$ cat src/rtl/dacctl_pkg.sv
package dacctl_pkg;

   // termination select, equal to the power-down register contents
   typedef enum logic [1:0] {
      TERM_NONE = 2'b00,
      TERM_OPEN = 2'b01,
      TERM_1K   = 2'b10,
      TERM_100K = 2'b11
   } term_e;

   // source of a DAC register write
   typedef enum logic [1:0] {
      XFER_NONE  = 2'b00,
      XFER_NEW   = 2'b01,
      XFER_INPUT = 2'b10
   } xfer_e;

   // upper two command bits select the command group
   localparam logic [1:0] GRP_PD = 2'b01;
   localparam logic [1:0] GRP_RD = 2'b10;
   localparam logic [1:0] GRP_LD = 2'b11;

   // lower two command bits inside the load group
   localparam logic [1:0] LD_BOTH  = 2'b00;
   localparam logic [1:0] LD_STAGE = 2'b01;
   localparam logic [1:0] LD_SWAP  = 2'b10;
   localparam logic [1:0] LD_XFER  = 2'b11;

endpackage

$ cat src/rtl/dacctl_frame.sv
module dacctl_frame
   import dacctl_pkg::*;
#(
   parameter int BYTE_W = 8,
   parameter int CMD_W  = 4,
   parameter int DATA_W = 10,
   parameter int PD_W   = 2
) (
   input  logic              clk,
   input  logic              rst_n,
   input  logic              frame_start,
   input  logic              frame_stop,
   input  logic              byte_ack,
   input  logic [BYTE_W-1:0] byte_data,
   output logic              wr_in,
   output xfer_e             xfer,
   output logic [DATA_W-1:0] new_val,
   output logic              pd_wr,
   output logic [PD_W-1:0]   pd_val
);

   localparam int HI_W = BYTE_W - CMD_W;
   localparam int LO_W = DATA_W - HI_W;

   typedef enum logic [1:0] {
      POS_CMD  = 2'b00,
      POS_DATA = 2'b01,
      POS_IDLE = 2'b10
   } pos_e;

   generate
      if (CMD_W != 4) begin : g_bad_cmd
         $error("dacctl_frame: command nibble must be 4 bits");
      end
      if (HI_W < PD_W) begin : g_bad_pd
         $error("dacctl_frame: power-down bits must fit the first data field");
      end
      if (LO_W > BYTE_W || LO_W < 1) begin : g_bad_lo
         $error("dacctl_frame: value must span exactly two bytes");
      end
   endgenerate

   pos_e             pos_q;
   logic [CMD_W-1:0] cmd_q;
   logic [HI_W-1:0]  hi_q;
   logic             take;

   assign take = byte_ack && !frame_start;

   always_comb begin
      wr_in   = 1'b0;
      xfer    = XFER_NONE;
      pd_wr   = 1'b0;
      pd_val  = byte_data[HI_W-1 -: PD_W];
      new_val = {hi_q, byte_data[BYTE_W-1 -: LO_W]};
      if (take && pos_q == POS_CMD && byte_data[BYTE_W-1 -: 2] == GRP_PD) begin
         pd_wr = 1'b1;
      end
      if (take && pos_q == POS_DATA && cmd_q[CMD_W-1 -: 2] == GRP_LD) begin
         case (cmd_q[1:0])
            LD_BOTH:  begin wr_in = 1'b1; xfer = XFER_NEW;   end
            LD_STAGE: begin wr_in = 1'b1;                    end
            LD_SWAP:  begin wr_in = 1'b1; xfer = XFER_INPUT; end
            default:  begin               xfer = XFER_INPUT; end
         endcase
      end
   end

   always_ff @(posedge clk or negedge rst_n) begin
      if (!rst_n) begin
         pos_q <= POS_IDLE;
         cmd_q <= '0;
         hi_q  <= '0;
      end else if (frame_start) begin
         pos_q <= POS_CMD;
      end else if (frame_stop) begin
         pos_q <= POS_IDLE;
      end else if (byte_ack) begin
         case (pos_q)
            POS_CMD: begin
               cmd_q <= byte_data[BYTE_W-1 -: CMD_W];
               hi_q  <= byte_data[HI_W-1:0];
               pos_q <= POS_DATA;
            end
            POS_DATA: pos_q <= POS_IDLE;
            default:  pos_q <= POS_IDLE;
         endcase
      end
   end


   stop_quiet_chk: assert property (@(posedge clk) disable iff (!rst_n)
      (frame_stop && !frame_start) |=>
         (frame_start || !(wr_in || pd_wr || xfer != XFER_NONE)));


   extra_byte_chk: assert property (@(posedge clk) disable iff (!rst_n)
      (byte_ack && !frame_start && (wr_in || xfer != XFER_NONE)) |=>
         (frame_start || !(wr_in || pd_wr || xfer != XFER_NONE)));

endmodule

$ cat src/rtl/dacctl_regs.sv
module dacctl_regs
   import dacctl_pkg::*;
#(
   parameter int              DATA_W   = 10,
   parameter int              PD_W     = 2,
   parameter logic [PD_W-1:0] RESET_PD = '1
) (
   input  logic              clk,
   input  logic              rst_n,
   input  logic              wr_in,
   input  xfer_e             xfer,
   input  logic [DATA_W-1:0] new_val,
   input  logic              pd_wr,
   input  logic [PD_W-1:0]   pd_val,
   output logic [DATA_W-1:0] dac_q,
   output logic [PD_W-1:0]   pd_q
);

   logic [DATA_W-1:0] in_q;
   logic [DATA_W-1:0] dac_d;

   always_comb begin
      case (xfer)
         XFER_NEW:   dac_d = new_val;
         XFER_INPUT: dac_d = in_q;
         default:    dac_d = dac_q;
      endcase
   end

   always_ff @(posedge clk or negedge rst_n) begin
      if (!rst_n) begin
         in_q  <= '0;
         dac_q <= '0;
         pd_q  <= RESET_PD;
      end else begin
         if (wr_in) in_q <= new_val;
         dac_q <= dac_d;
         if (pd_wr) pd_q <= pd_val;
      end
   end


   in_hold_chk: assert property (@(posedge clk) disable iff (!rst_n)
      !wr_in |=> $stable(in_q));


   dac_hold_chk: assert property (@(posedge clk) disable iff (!rst_n)
      (xfer == XFER_NONE) |=> $stable(dac_q));


   pd_hold_chk: assert property (@(posedge clk) disable iff (!rst_n)
      !pd_wr |=> $stable(pd_q));


   xfer_old_chk: assert property (@(posedge clk) disable iff (!rst_n)
      (xfer == XFER_INPUT) |=> (dac_q == $past(in_q)));


   load_both_chk: assert property (@(posedge clk) disable iff (!rst_n)
      (xfer == XFER_NEW && wr_in) |=> (dac_q == in_q));

endmodule

$ cat src/rtl/dacctl_readback.sv
module dacctl_readback #(
   parameter int BYTE_W = 8,
   parameter int CMD_W  = 4,
   parameter int DATA_W = 10,
   parameter int PD_W   = 2
) (
   input  logic [DATA_W-1:0] dac_q,
   input  logic [PD_W-1:0]   pd_q,
   output logic [BYTE_W-1:0] rb_hi,
   output logic [BYTE_W-1:0] rb_lo
);

   localparam int HI_W  = BYTE_W - CMD_W;
   localparam int LO_W  = DATA_W - HI_W;
   localparam int PAD_H = BYTE_W - PD_W - HI_W;
   localparam int PAD_L = BYTE_W - LO_W;

   generate
      if (PAD_H > 0) begin : g_pad_hi
         assign rb_hi = {{PAD_H{1'b0}}, pd_q, dac_q[DATA_W-1 -: HI_W]};
      end else begin : g_full_hi
         assign rb_hi = {pd_q, dac_q[DATA_W-1 -: HI_W]};
      end
      if (PAD_L > 0) begin : g_pad_lo
         assign rb_lo = {dac_q[LO_W-1:0], {PAD_L{1'b0}}};
      end else begin : g_full_lo
         assign rb_lo = dac_q[LO_W-1:0];
      end
   endgenerate

endmodule

$ cat src/rtl/dac_cmd_ctrl.sv
module dac_cmd_ctrl
   import dacctl_pkg::*;
#(
   parameter int BYTE_W = 8,
   parameter int CMD_W  = 4,
   parameter int DATA_W = 10,
   parameter int PD_W   = 2
) (
   input  logic              clk,
   input  logic              rst_n,
   input  logic              frame_start,
   input  logic              frame_stop,
   input  logic              byte_ack,
   input  logic [BYTE_W-1:0] byte_data,
   output logic [DATA_W-1:0] dac_code,
   output logic              buf_en,
   output logic [PD_W-1:0]   term_sel,
   output logic [BYTE_W-1:0] rb_hi,
   output logic [BYTE_W-1:0] rb_lo
);

   generate
      if (PD_W != 2) begin : g_bad_pdw
         $error("dac_cmd_ctrl: termination select is two bits");
      end
   endgenerate

   logic              wr_in;
   xfer_e             xfer;
   logic [DATA_W-1:0] new_val;
   logic              pd_wr;
   logic [PD_W-1:0]   pd_val;
   logic [DATA_W-1:0] dac_q;
   logic [PD_W-1:0]   pd_q;

   dacctl_frame #(
      .BYTE_W(BYTE_W), .CMD_W(CMD_W), .DATA_W(DATA_W), .PD_W(PD_W)
   ) i_frame (
      .clk(clk), .rst_n(rst_n),
      .frame_start(frame_start), .frame_stop(frame_stop),
      .byte_ack(byte_ack), .byte_data(byte_data),
      .wr_in(wr_in), .xfer(xfer), .new_val(new_val),
      .pd_wr(pd_wr), .pd_val(pd_val)
   );

   dacctl_regs #(
      .DATA_W(DATA_W), .PD_W(PD_W), .RESET_PD(TERM_100K)
   ) i_regs (
      .clk(clk), .rst_n(rst_n),
      .wr_in(wr_in), .xfer(xfer), .new_val(new_val),
      .pd_wr(pd_wr), .pd_val(pd_val),
      .dac_q(dac_q), .pd_q(pd_q)
   );

   dacctl_readback #(
      .BYTE_W(BYTE_W), .CMD_W(CMD_W), .DATA_W(DATA_W), .PD_W(PD_W)
   ) i_rb (
      .dac_q(dac_q), .pd_q(pd_q), .rb_hi(rb_hi), .rb_lo(rb_lo)
   );

   assign dac_code = dac_q;
   assign term_sel = pd_q;
   assign buf_en   = (pd_q == TERM_NONE);


   pd_cmd_chk: assert property (@(posedge clk) disable iff (!rst_n)
      (frame_start == 1'b0 && byte_ack && byte_data[7:6] == GRP_PD && $past(frame_start))
         |=> (term_sel == $past(byte_data[3:2])));

endmodule

$ cat config.mk
export PLATFORM = sky130hd
export DESIGN_NAME = dac_cmd_ctrl
export DESIGN_NICKNAME = d
export VERILOG_FILES = /design/src/rtl/dacctl_pkg.sv /design/src/rtl/dacctl_frame.sv /design/src/rtl/dacctl_regs.sv /design/src/rtl/dacctl_readback.sv /design/src/rtl/dac_cmd_ctrl.sv
export SDC_FILE = /design/constraint.sdc
export NUM_CORES = 1
export LEC_CHECK = 0
export BUFFER_PORTS_ARGS = -buffer_cell sky130_fd_sc_hd__buf_2
export CAP_MARGIN = 20
export CORE_ASPECT_RATIO = 1.25
export CORE_UTILIZATION = 51
export DETAILED_ROUTE_END_ITERATION = 6
export GPL_TIMING_DRIVEN = 0
export PLACE_DENSITY = 0.78
export SYNTH_ARGS = -nofsm -noshare
export SYNTH_HDL_FRONTEND = slang
export SYNTH_SLANG_ARGS = --single-unit
$ cat constraint.sdc
create_clock -name clk -period 2.3 [get_ports clk]
set_clock_uncertainty 0.1 [all_clocks]
set_input_delay 0.23 -clock clk [delete_from_list [all_inputs] [get_ports clk]]
set_output_delay 0.23 -clock clk [all_outputs]
set_load 0.02 [all_outputs]
==> results.md <==
* Placed insts at 196
* Total track usage at 0.1957
* Setup-failing EPs final at 0
* Finished Core Util at 0.6816
* Clock buffer depth at 2
* Final min period at 2.160 ns
* Status: completed
* Total gr overflow at 0
* Crit share post-route at 0.9391
* IO buf count at 37
* Diode count at 0
* Worst setup path startpoint: i_frame.pos_q[1]
* Final hold vios at 0
* Combinational Power Share at 0.228
* Largest net degree at the start of global routing at 33
* WL final at 2652 um
* Drt wl/cell at 12.81 um
* Antenna viol nets, final at 0
* Clock Power Share at 0.282
* # IOs at 42
* Count of pins over their slew limit at 0
* Sequential Power Share at 0.490
* Startpoint types: flip-flop
* Cell variety after synth at 25
* Register area share after synthesis at 0.5249
* Reg clk slew, reported paths at 0.09 ns
* CP max-delay cell: dfstp_2
* Power Internal at 0.001043 W
* Area delta synth->final at 22.69%
* Iteration-0 DRC Markers at 1
* Ys async rst share at 1.000
* Most common cell after layout, fill and taps aside: buf_2
* Leakage at 0.9925 nW
* DR vias at 1015
* Max incr delay on CP at 0.39 ns
* Gp weighted congestion at 0.7269
* Class of the worst hold path: in2reg
* Worst Setup Slack, final at 0.1401 ns
* Vias in the first global route at 1050
* Core ar. at 0.002759 sq mm
* WP data arrival at 2.27 ns
* Crit end category: flip-flop
* Yosys Warn Count at 0
* Worst VDD drop at 0.5057 mV
* Clock net sink count at 32
* Post-route setup TNS at 0 ns
* Non-Filler Instances at 207
* Vias per cell at 4.903
* EDFF count, synth at 0
* Worst Path Required at 2.41 ns
* Max-slew headroom at 0.5391
* Clock latency on the worst-skew pair at 0.33 ns
* Most frequent cells in the layout: buf_2 (38), dfrtp_1 (29), buf_4 (17), mux2i_1 (11)
* Syn Std Cell Area at 0.001533 sq mm
* First-pass GRT wire length at 4595 um
* FF-to-FF setup slack at 0.14 ns
* Fmax at 463.0 MHz
* Rows at 21
* HPWL Detailed at 1939 um
* Initial Utilization at 0.5556
* Top FF cell, synth: dfrtp_1
* PD cells at 770.7 mW/mm^2
* Mapped Avg Cell Area at 12.56 sq um
* Nets at 187
* Reg-to-reg startpoint: i_frame.pos_q[1]
* Slew at the pin with the worst max-slew slack at 0.6914 ns
* RSZ-0062 raised after global routing: false
* Die area at 0.003230 sq mm
* Detailed-route DRC error count at 0
* CTS H-tree lvls at 2
* CTS tree: done
* Total CTS buffers at 5
* Setup Fix Bufs, Post-CTS at 0
* Worst-path fanout max at 10
* Die height at 63.29 um
* Critical-path cell list: or2_1, or2_2, or3_1, ha_1, clkbuf_2, nand2_1, o21ai_0
* Fillcell total at 221
* Antenna violations before repair at 0
* Post-Syn Instances at 122
* CTS root buf: clkbuf_4
* Drt first pass iters at 2
* Crit path kind: reg2reg
* Dpl ws at 0.03920 ns
* Die X at 51.04 um
* Hold path startpoint: byte_data[1]
* Switching power at 0.0004066 W
* Sw Ratio at 0.2805
* Max Cap Viol at 0
* Layout cell share with drive strength beyond 1 at 0.5145
* #FFs+latches synth at 32
## worst max-delay path: cells and delay by family, from the launching register on
kind,cells,cell delay [ns]
AO/OA/AOI/OAI,1,0.08
adder cells (fa/ha/maj),1,0.33
flip-flops,1,0.39
buffers and inverters,1,0.19
AND/OR/NAND/NOR,4,0.97
## path summary, 6_finish.rpt
kind,endpoint,cells after the start
worst max-delay path,i_regs.dac_q[9],7
worst min-delay path,i_frame.hi_q[1],2
worst max register to register,i_regs.dac_q[9],7
worst min register to register,i_regs.in_q[8],1
max in group asynchronous,i_regs.in_q[2],2
min in group asynchronous,i_frame.pos_q[0],2
## power by group through the flow
stage	registers (W)	logic [W]	clock network, W
after floorplan	0.000742	0.000196	0
after global placement	0.000713	0.000319	0
after detailed placement	0.000722	0.000328	0
after CTS	0.000712	0.000335	0.000418
after global routing	0.000724	0.000359	0.000447
final	0.000710	0.000331	0.000408
## kinds of logic (layout without fill, tap and decap cells)
group,Yosys count,in the layout,synth area share
other cells,1,4,0.002447
fa+ha+maj,2,2,0.01632
buf+inv,22,70,0.1012
mux,31,31,0.2433
simple gates,22,22,0.06858
flops,32,32,0.5249
compound gates,12,12,0.04327
## synth_stat cells (all sizes together) (2+ instances only)
cell    number  area, sq um
mux2i       11        110.1
ha           2        25.02
clkbuf       2        7.510
dfrtp       29        725.7
or2          2        12.52
mux2        20        262.8
dfstp        3        78.83
nor2         4        15.01
o21ai       10        50.05
buf         19        143.9
nand2       10        37.54
## stage by stage
| step | power [W] | hold slack (ns) | instance area, sq um |
|---|---|---|---|
| detailed placement | 0.001050 | 0.2100 | 1772 |
| finish | 0.001449 | 0.03467 | 1881 |
| global route | 0.001530 | 0.01371 | 1881 |
| CTS | 0.001465 | 0.02324 | 1879 |
| global placement | 0.001033 | 0.1950 | 1772 |
| floorplan | 0.0009381 | -0.1656 | 1544 |
## flip-flops by register name, indices dropped and copies added, names as in the netlist
signal / cells
i_regs.pd_q: 2
i_frame.cmd_q: 4
i_frame.hi_q: 4
i_regs.in_q: 10
i_regs.dac_q: 10
i_frame.pos_q: 2
## cell type report
type / instances / area (sq um) / share of cell area
sequential: 32 / 804.5 / 0.4278
multi-input combinational: 71 / 584.3 / 0.3107
timing repair buffer: 40 / 215.2 / 0.1144
buffer: 21 / 153.9 / 0.08184
tap: 34 / 42.54 / 0.02262
clock buffer: 6 / 41.29 / 0.02196
clock inverter: 2 / 35.03 / 0.01863
inverter: 1 / 3.754 / 0.001996
## timing repair
action                                  CTS  global route
hold buffers                              3             0
cloned                                    0             0
endpoints found under the hold margin    31             0
gates resized for setup                   1             2
endpoints found under the setup margin    1            10
## per-layer routing
layer,up-vias,wire [um],part of all wire,GRT usage
met5,-,0,0,0
met1,486,1089,0.41,0.2296
met4,0,42,0.016,0.08333
li1,496,-,-,-
met3,4,117,0.044,0.05797
met2,29,1403,0.53,0.3257
(Power assumes the default switching activity.)
